`src/rtl/pss_pkg.sv`:
```
package pss_pkg;

    localparam int REG_W     = 16;
    localparam int FIELD_LSB = 12;

    typedef enum logic [1:0] {
        MODE_RUN    = 2'b00,
        MODE_PDOWN  = 2'b01,
        MODE_ASLEEP = 2'b10,
        MODE_PSLEEP = 2'b11
    } psmode_e;

    typedef enum logic [1:0] {
        ST_RUN   = 2'b00,
        ST_DOWN  = 2'b01,
        ST_SLEEP = 2'b10
    } pstate_e;

    typedef struct packed {
        logic    clk_off;
        logic    ps_en;
        psmode_e mode;
    } ctrl_s;

    typedef struct packed {
        logic core;
        logic edet;
        logic clk;
    } gate_s;

    function automatic psmode_e eff_mode(ctrl_s c);
        return c.ps_en ? c.mode : MODE_RUN;
    endfunction

    function automatic logic is_sleep(psmode_e m);
        return (m == MODE_ASLEEP) || (m == MODE_PSLEEP);
    endfunction

    function automatic logic [REG_W-1:0] pack_word(ctrl_s c);
        logic [REG_W-1:0] w;
        w = '0;
        w[FIELD_LSB +: 4] = c;
        return w;
    endfunction

endpackage

```
`src/rtl/pss_ctrl_reg.sv`:
```
module pss_ctrl_reg
    import pss_pkg::*;
(
    input  logic  clk,
    input  logic  rst,
    input  logic  wr_en,
    input  ctrl_s wr_val,
    input  logic  partner_detect,
    output ctrl_s ctrl
);
    logic wake;

    assign wake = ctrl.ps_en && is_sleep(ctrl.mode) && partner_detect;

    always_ff @(posedge clk) begin
        if (rst) begin
            ctrl <= '{clk_off: 1'b0, ps_en: 1'b0, mode: MODE_RUN};
        end else begin
            if (wr_en) begin
                ctrl <= wr_val;
            end
            if (wake) begin
                ctrl.ps_en <= 1'b0;
            end
        end
    end
endmodule

```
`src/rtl/pss_gate.sv`:
```
module pss_gate
    import pss_pkg::*;
(
    input  ctrl_s   ctrl,
    output gate_s   gate,
    output pstate_e state,
    output logic    beacon_active
);
    psmode_e em;

    assign em = eff_mode(ctrl);

    always_comb begin
        gate.core     = (em == MODE_RUN);
        gate.edet     = (em != MODE_PDOWN);
        gate.clk      = !((em == MODE_PDOWN) && ctrl.clk_off);
        beacon_active = (em == MODE_ASLEEP);
        unique case (em)
            MODE_RUN:   state = ST_RUN;
            MODE_PDOWN: state = ST_DOWN;
            default:    state = ST_SLEEP;
        endcase
    end
endmodule

```
`src/rtl/pss_beacon.sv`:
```
module pss_beacon #(
    parameter int unsigned PERIOD = 35_000_000
) (
    input  logic clk,
    input  logic rst,
    input  logic active,
    output logic strobe
);
    localparam int CNT_W = (PERIOD > 1) ? $clog2(PERIOD) : 1;
    localparam logic [CNT_W-1:0] LAST = CNT_W'(PERIOD - 1);

    logic [CNT_W-1:0] cnt;
    logic             pulse_q;

    always_ff @(posedge clk) begin
        if (rst || !active) begin
            cnt     <= '0;
            pulse_q <= 1'b0;
        end else if (cnt == LAST) begin
            cnt     <= '0;
            pulse_q <= 1'b1;
        end else begin
            cnt     <= cnt + 1'b1;
            pulse_q <= 1'b0;
        end
    end

    assign strobe = pulse_q && active;
endmodule

```
`src/rtl/pss_top.sv`:
```
module pss_top
    import pss_pkg::*;
#(
    parameter int unsigned BEACON_PERIOD = 35_000_000
) (
    input  logic        clk,
    input  logic        rst,
    input  logic        mgmt_wr_en,
    input  logic [15:0] mgmt_wdata,
    output logic [15:0] mgmt_rdata,
    input  logic        partner_detect,
    output logic        core_en,
    output logic        edet_en,
    output logic        clk_en,
    output logic        beacon_req,
    output logic [1:0]  pwr_state
);
    ctrl_s   ctrl;
    ctrl_s   wr_val;
    gate_s   gate;
    pstate_e state;
    logic    beacon_active;
    logic    unused_wbits;

    assign wr_val       = ctrl_s'(mgmt_wdata[FIELD_LSB +: 4]);
    assign unused_wbits = ^mgmt_wdata[FIELD_LSB-1:0];

    pss_ctrl_reg u_reg (
        .clk            (clk),
        .rst            (rst),
        .wr_en          (mgmt_wr_en),
        .wr_val         (wr_val),
        .partner_detect (partner_detect),
        .ctrl           (ctrl)
    );

    pss_gate u_gate (
        .ctrl          (ctrl),
        .gate          (gate),
        .state         (state),
        .beacon_active (beacon_active)
    );

    pss_beacon #(.PERIOD(BEACON_PERIOD)) u_beacon (
        .clk    (clk),
        .rst    (rst),
        .active (beacon_active),
        .strobe (beacon_req)
    );

    assign mgmt_rdata = pack_word(ctrl);
    assign core_en    = gate.core;
    assign edet_en    = gate.edet;
    assign clk_en     = gate.clk;
    assign pwr_state  = state;
endmodule

```
`config.mk`:
```
export PLATFORM = sky130hd
export DESIGN_NAME = pss_top
export DESIGN_NICKNAME = d
export VERILOG_FILES = /design/src/rtl/pss_pkg.sv /design/src/rtl/pss_ctrl_reg.sv /design/src/rtl/pss_gate.sv /design/src/rtl/pss_beacon.sv /design/src/rtl/pss_top.sv
export SDC_FILE = /design/constraint.sdc
export NUM_CORES = 1
export LEC_CHECK = 0
export BUFFER_PORTS_ARGS = -buffer_cell sky130_fd_sc_hd__buf_2
export CELL_PAD_IN_SITES_DETAIL_PLACEMENT = 0
export CELL_PAD_IN_SITES_GLOBAL_PLACEMENT = 1
export CORE_MARGIN = 4
export CORE_UTILIZATION = 30
export CTS_CLUSTER_SIZE = 20
export DETAILED_ROUTE_END_ITERATION = 10
export PLACE_DENSITY_LB_ADDON = 0.1
export RECOVER_POWER = 50
export SLEW_MARGIN = 20
export SYNTH_ARGS = -nofsm -noshare
export SYNTH_HDL_FRONTEND = slang
export SYNTH_SLANG_ARGS = --single-unit
```
`constraint.sdc`:
```
create_clock -name clk -period 2.1 [get_ports clk]
set_input_delay 0.105 -clock clk [delete_from_list [all_inputs] [get_ports clk]]
set_output_delay 0.105 -clock clk [all_outputs]
set_load 0.005 [all_outputs]
```
# Word-level counts from Yosys, hierarchy flattened
# Index checks and enable logic that the tools add are counted.
# op_classes
n_reduce_logical	11
n_mux	3
eq_ne	6
addsub	1
# ops
op	n
26-bit by 1-bit adder with 26-bit output (second input constant)	1
26-bit equality test (second input constant)	1
2-bit equality test (second input constant)	3
1-bit logical AND	4
2-bit case mux with 2 select lines	1
2-bit OR reduction	2
2-bit by 1-bit equality test with 1-bit output (second input constant)	1
1-bit logical NOT	2
2-bit logical NOT	1
1-bit logical OR	2
2-bit two-way mux	1
2-bit by 1-bit inequality test with 1-bit output (second input constant)	1
1-bit two-way mux	1
# totals
register_bits	31
inputBits	20
output_inout_bits	22
wordCells	26

# Logic depth before layout (Yosys ltp)
# logic_depth
ltp_word	5
depth_mapped	8
ltp_nobuf	5

# Hierarchy
# From an unflattened synthesis, not the netlist that was laid out.
# hier_totals
hier_cells	182
hier_area_um2	1599.0
# by_module_without_submodules
module	area_per_inst_um2	n_inst	cells_per_inst	seq_area_each_um2
pss_beacon	1308.8	1	150	540.5
pss_ctrl_reg	151.4	1	13	80.1
pss_top	93.8	1	13	0.0
pss_gate	45.0	1	6	0.0

# Worst setup path before layout
# No wires, ideal clock.
# synth_path
kind	flip-flop to flip-flop
start	register u_beacon.cnt[0]
end	register u_beacon.cnt[20]
required_ns	2.030
setup_ns	0.070
synth_period_minus_slack_ns	1.700
path_buffers	2
stages_incl_launch_ff	8
arrival_time_ns	1.630
setup_slack_ns	0.400
path_cell_list	dfxtp_1 -> ha_1 -> and3_2 -> clkbuf_8 -> nand3_4 -> buf_6 -> or4_1 -> a21oi_1
# synth_via
elab_chain_cells	2
word_cells_on_any_way	3
cone_classes	1 x add/sub; 1 x eq/ne; 1 x reduce/logical
# synth_lines
item	line	source
from (decl)	pss_beacon.sv:12	logic [CNT_W-1:0] cnt;
from (signal assigned)	pss_beacon.sv:23	cnt <= cnt + 1'b1;
branches (longest 2 deep; another with 26-bit by 1-bit adder with 26-bit output)	--	
# Parallel ways; which one is timed is not known.
# A chain may end at the register's enable or synchronous reset.

# Final worst setup path
# layout_path
start	register u_beacon.cnt[6]
end	register u_beacon.cnt[20]
# The elaborated chain is that of the path after synthesis.

==> summary.txt <==
Logic synthesis
  • Post-synthesis cell count: 181
  • Register area share after synthesis: 0.3896
  • Synth unique cells: 34
  • Post-synthesis register bit count: 31
  • Commonest cells in the netlist: dfxtp_1 (31), nor2_1 (19), buf_4 (14), nand2_1 (13), a21oi_1 (12)
  • Post-synth EDFFs: 0
  • Yosys warns: 0
  • Top cells by area, synth: dfxtp_1 (39%), buf_4 (6.6%), xor2_1 (4.9%), o31ai_1 (4.7%), or4_1 (4.7%)
  • Share of the synthesized area in the top cell type: 0.3896
  • Post-Syn Area: 1593 um2
  • Syn avg cell area: 8.800 um2
  • Fraction of registers with async set/reset: 0
  • Cell taking the most area after synthesis: dfxtp_1
  • Primary FF master, synth: dfxtp_1
  • Count leader, synth: dfxtp_1

Clock network
  • Clk slew on worst S/H paths: 0.07 ns
  • Clock buffer depth: 2
  • CTS Root Cell: clkbuf_8
  • Postcts setup bufs: 0
  • Clk sinks: 31
  • Max H-tree Level: 2
  • Clk_lat worst skew: 0.29 ns
  • TritonCTS clock tree: yes
  • CTS buffer count: 5

Worst hold path
  • Hold EP: u_reg.ctrl[2]
  • WHS Path Cells: 2
  • Hold_sp: rst
  • HP Class: in2reg

Global route
  • Initial antenna violation count: 0
  • First-pass GRT wire length: 5.865 mm
  • Total gr overflow: 0
  • Gr usage total: 0.1156
  • Vias in the first global route: 1192
  • Largest net degree at the start of global routing: 27

Layout
  • Multi-input gate area: 818.3 um2
  • Final antenna diode count: 0
  • Final Util: 0.3459
  • FF/Latch Area: 620.6 um2
  • Area Overhead vs Synth: 11.63%
  • Number of nets in the layout: 218
  • Share of layout cells above drive strength 1: 0.1263
  • Fillers: 584

Floorplan
  • Number of I/O pins: 42
  • Row count: 26
  • Initial Util: 0.3099
  • Die width: 80.87 um
  • Core area: 5140 um2
  • Die Y: 80.87 um
  • Die ar.: 6539 um2

Critical path
  • Setup CP Type: reg2reg
  • Crit Reg-Reg Startpoint: u_beacon.cnt[6]
  • Reg2Reg Depth: 4
  • Crit path cell chain: and3_1 > nand3_4 > or4_1 > a21oi_1
  • CP peak stage delay: 0.55 ns
  • CP max FO: 11
  • WP data arrival: 2.04 ns
  • R2r setup slk: 0.29 ns
  • Required @ worst endpoint: 2.32 ns
  • Slowest-stage cell, CP: or4_1
  • Reg-to-Reg End: u_beacon.cnt[20]
  • CP Launch Type: flip-flop
  • Worst Setup End Kind: flip-flop

Pwr
  • Logic pwr share: 0.027
  • Switch Pwr: 257.6 uW
  • PwrDens: 702.6 nW/um2
  • Peak supply drop: 0.2349 mV
  • Switching share of power: 0.2063
  • P_leak: 0.6013 nW
  • Internal: 991.5 uW
  • Clock share of power: 0.495
  • Sequential share of power: 0.478

Drt
  • DRC: 0
  • Avg WL per Cell: 12.95 um
  • Drt total wl: 3.470 mm
  • DR vias: 1304
  • Final antenna-violating net count: 0
  • Pre-Repair DR Iteration Count: 6
  • Via-to-Cell Ratio: 4.866
  • Starting DRC count in detailed routing: 38

Timing
  • Setup WS post-layout: 0.2855 ns
  • Slew Limit Fails: 0
  • Period minus WS final: 1.814 ns
  • Final setup viols: 0
  • RSZ-0062 raised after global routing: no
  • Peak Freq: 551.1 MHz
  • Hold Slack: 0.04021 ns
  • Final Hold Vio Count: 0
  • Period utilisation layout: 0.8640
  • Skew final: 0.007943 ns
  • Setup TNS Final: 0 ns

Placement
  • Hpwl dp: 2.434 mm
  • Port Buffers: 17
  • DP Worst Slack: 0.2760 ns
  • RD Place Congestion: 0.8096

Flow run
  • Max-cap violations: 0

Outcome
  • Outcome: complete, no violations
==> logic make-up (layout without fill, tap and decap cells) <==
group | after synthesis | after routing | share of synthesized area
DFF | 31 | 31 | 0.3896
adders and majority gates | 1 | 1 | 0.007854
AOI/OAI and AO/OA | 27 | 27 | 0.1045
other | 1 | 12 | 0.002354
xor gates and xnor gates | 12 | 12 | 0.06599
buffers and inverters | 27 | 33 | 0.1225
muxes | 4 | 4 | 0.02514
and+or+nand+nor | 78 | 78 | 0.2820
==> layout by cell type, fill, tap and decap left out, types with 5 or more instances in the layout <==
cell	count
conb_1	12
xor2_1	9
nand3_1	7
buf_2	11
o31ai_1	10
nand4_1	7
and3_1	5
nand2_1	13
a21oi_1	12
clkbuf_1	6
inv_1	5
dfxtp_1	31
nor2_1	19
or4_1	10
clkbuf_8	6
==> flip-flops by register name, indices dropped and copies added (netlist names) <==
register	cells
u_reg.ctrl	4
u_beacon.cnt	26
u_beacon.pulse_q	1
==> timing repair <==
item | 4_1_cts | 5_1_grt
hold buffers | 1 | 0
gates resized for setup | 0 | 0
hold endpoints to repair | 1 | 0
setup endpoints to repair | 0 | 0
==> cell type report <==
cell class	instances	area share
clock buffer	6	0.04645
tap	70	0.04926
timing repair buffer	20	0.06474
clock inverter	2	0.01970
sequential	31	0.3490
inverter	5	0.01056
multi-input combinational	134	0.4602
==> how the worst max path moves through the flow <==
stage,end,depth (start not counted),from
2_1_floorplan,u_beacon.cnt[20],7,u_beacon.cnt[0]
3_3_place_gp,u_beacon.cnt[15],5,u_beacon.cnt[14]
3_5_place_dp,u_beacon.cnt[20],5,u_beacon.cnt[0]
4_1_cts,u_beacon.cnt[20],4,u_beacon.cnt[6]
5_1_grt,u_beacon.cnt[22],5,u_beacon.cnt[0]
6_report,u_beacon.cnt[20],4,u_beacon.cnt[6]
==> through the flow <==
step / power, mW / cell area, um2 / instances
after CTS: 1.271 / 1785 / 268
after detailed placement: 0.6430 / 1658 / 259
after global placement: 0.6427 / 1658 / 259
after floorplan: 0.6441 / 1634 / 192
final: 1.249 / 1778 / 268
after global routing: 1.304 / 1778 / 268
==> power groups by stage <==
stage,Combinational [mW],Clock [mW],Sequential (mW)
6_report,0.0332,0.619,0.597
5_1_grt,0.0379,0.668,0.598
4_1_cts,0.0337,0.641,0.597
3_5_place_dp,0.0320,0,0.611
3_3_place_gp,0.0322,0,0.611
2_1_floorplan,0.0335,0,0.611
==> critical path: cells and delay by family (launching register included) <==
| family | cells | cell delay, ns |
|---|---|---|
| AO/OA/AOI/OAI | 1 | 0.14 |
| AND/OR/NAND/NOR | 3 | 1.18 |
| flip-flops | 1 | 0.43 |
==> routing by layer <==
| metal | share of wire | global-route usage | up-vias |
|---|---|---|---|
| met5 | 0 | 0 | - |
| met4 | 0.0095 | 0.04054 | 0 |
| met3 | 0.057 | 0.05100 | 4 |
| met2 | 0.46 | 0.1790 | 28 |
| met1 | 0.48 | 0.1423 | 618 |
| li1 | - | - | 654 |
(Power assumes the default switching activity.)
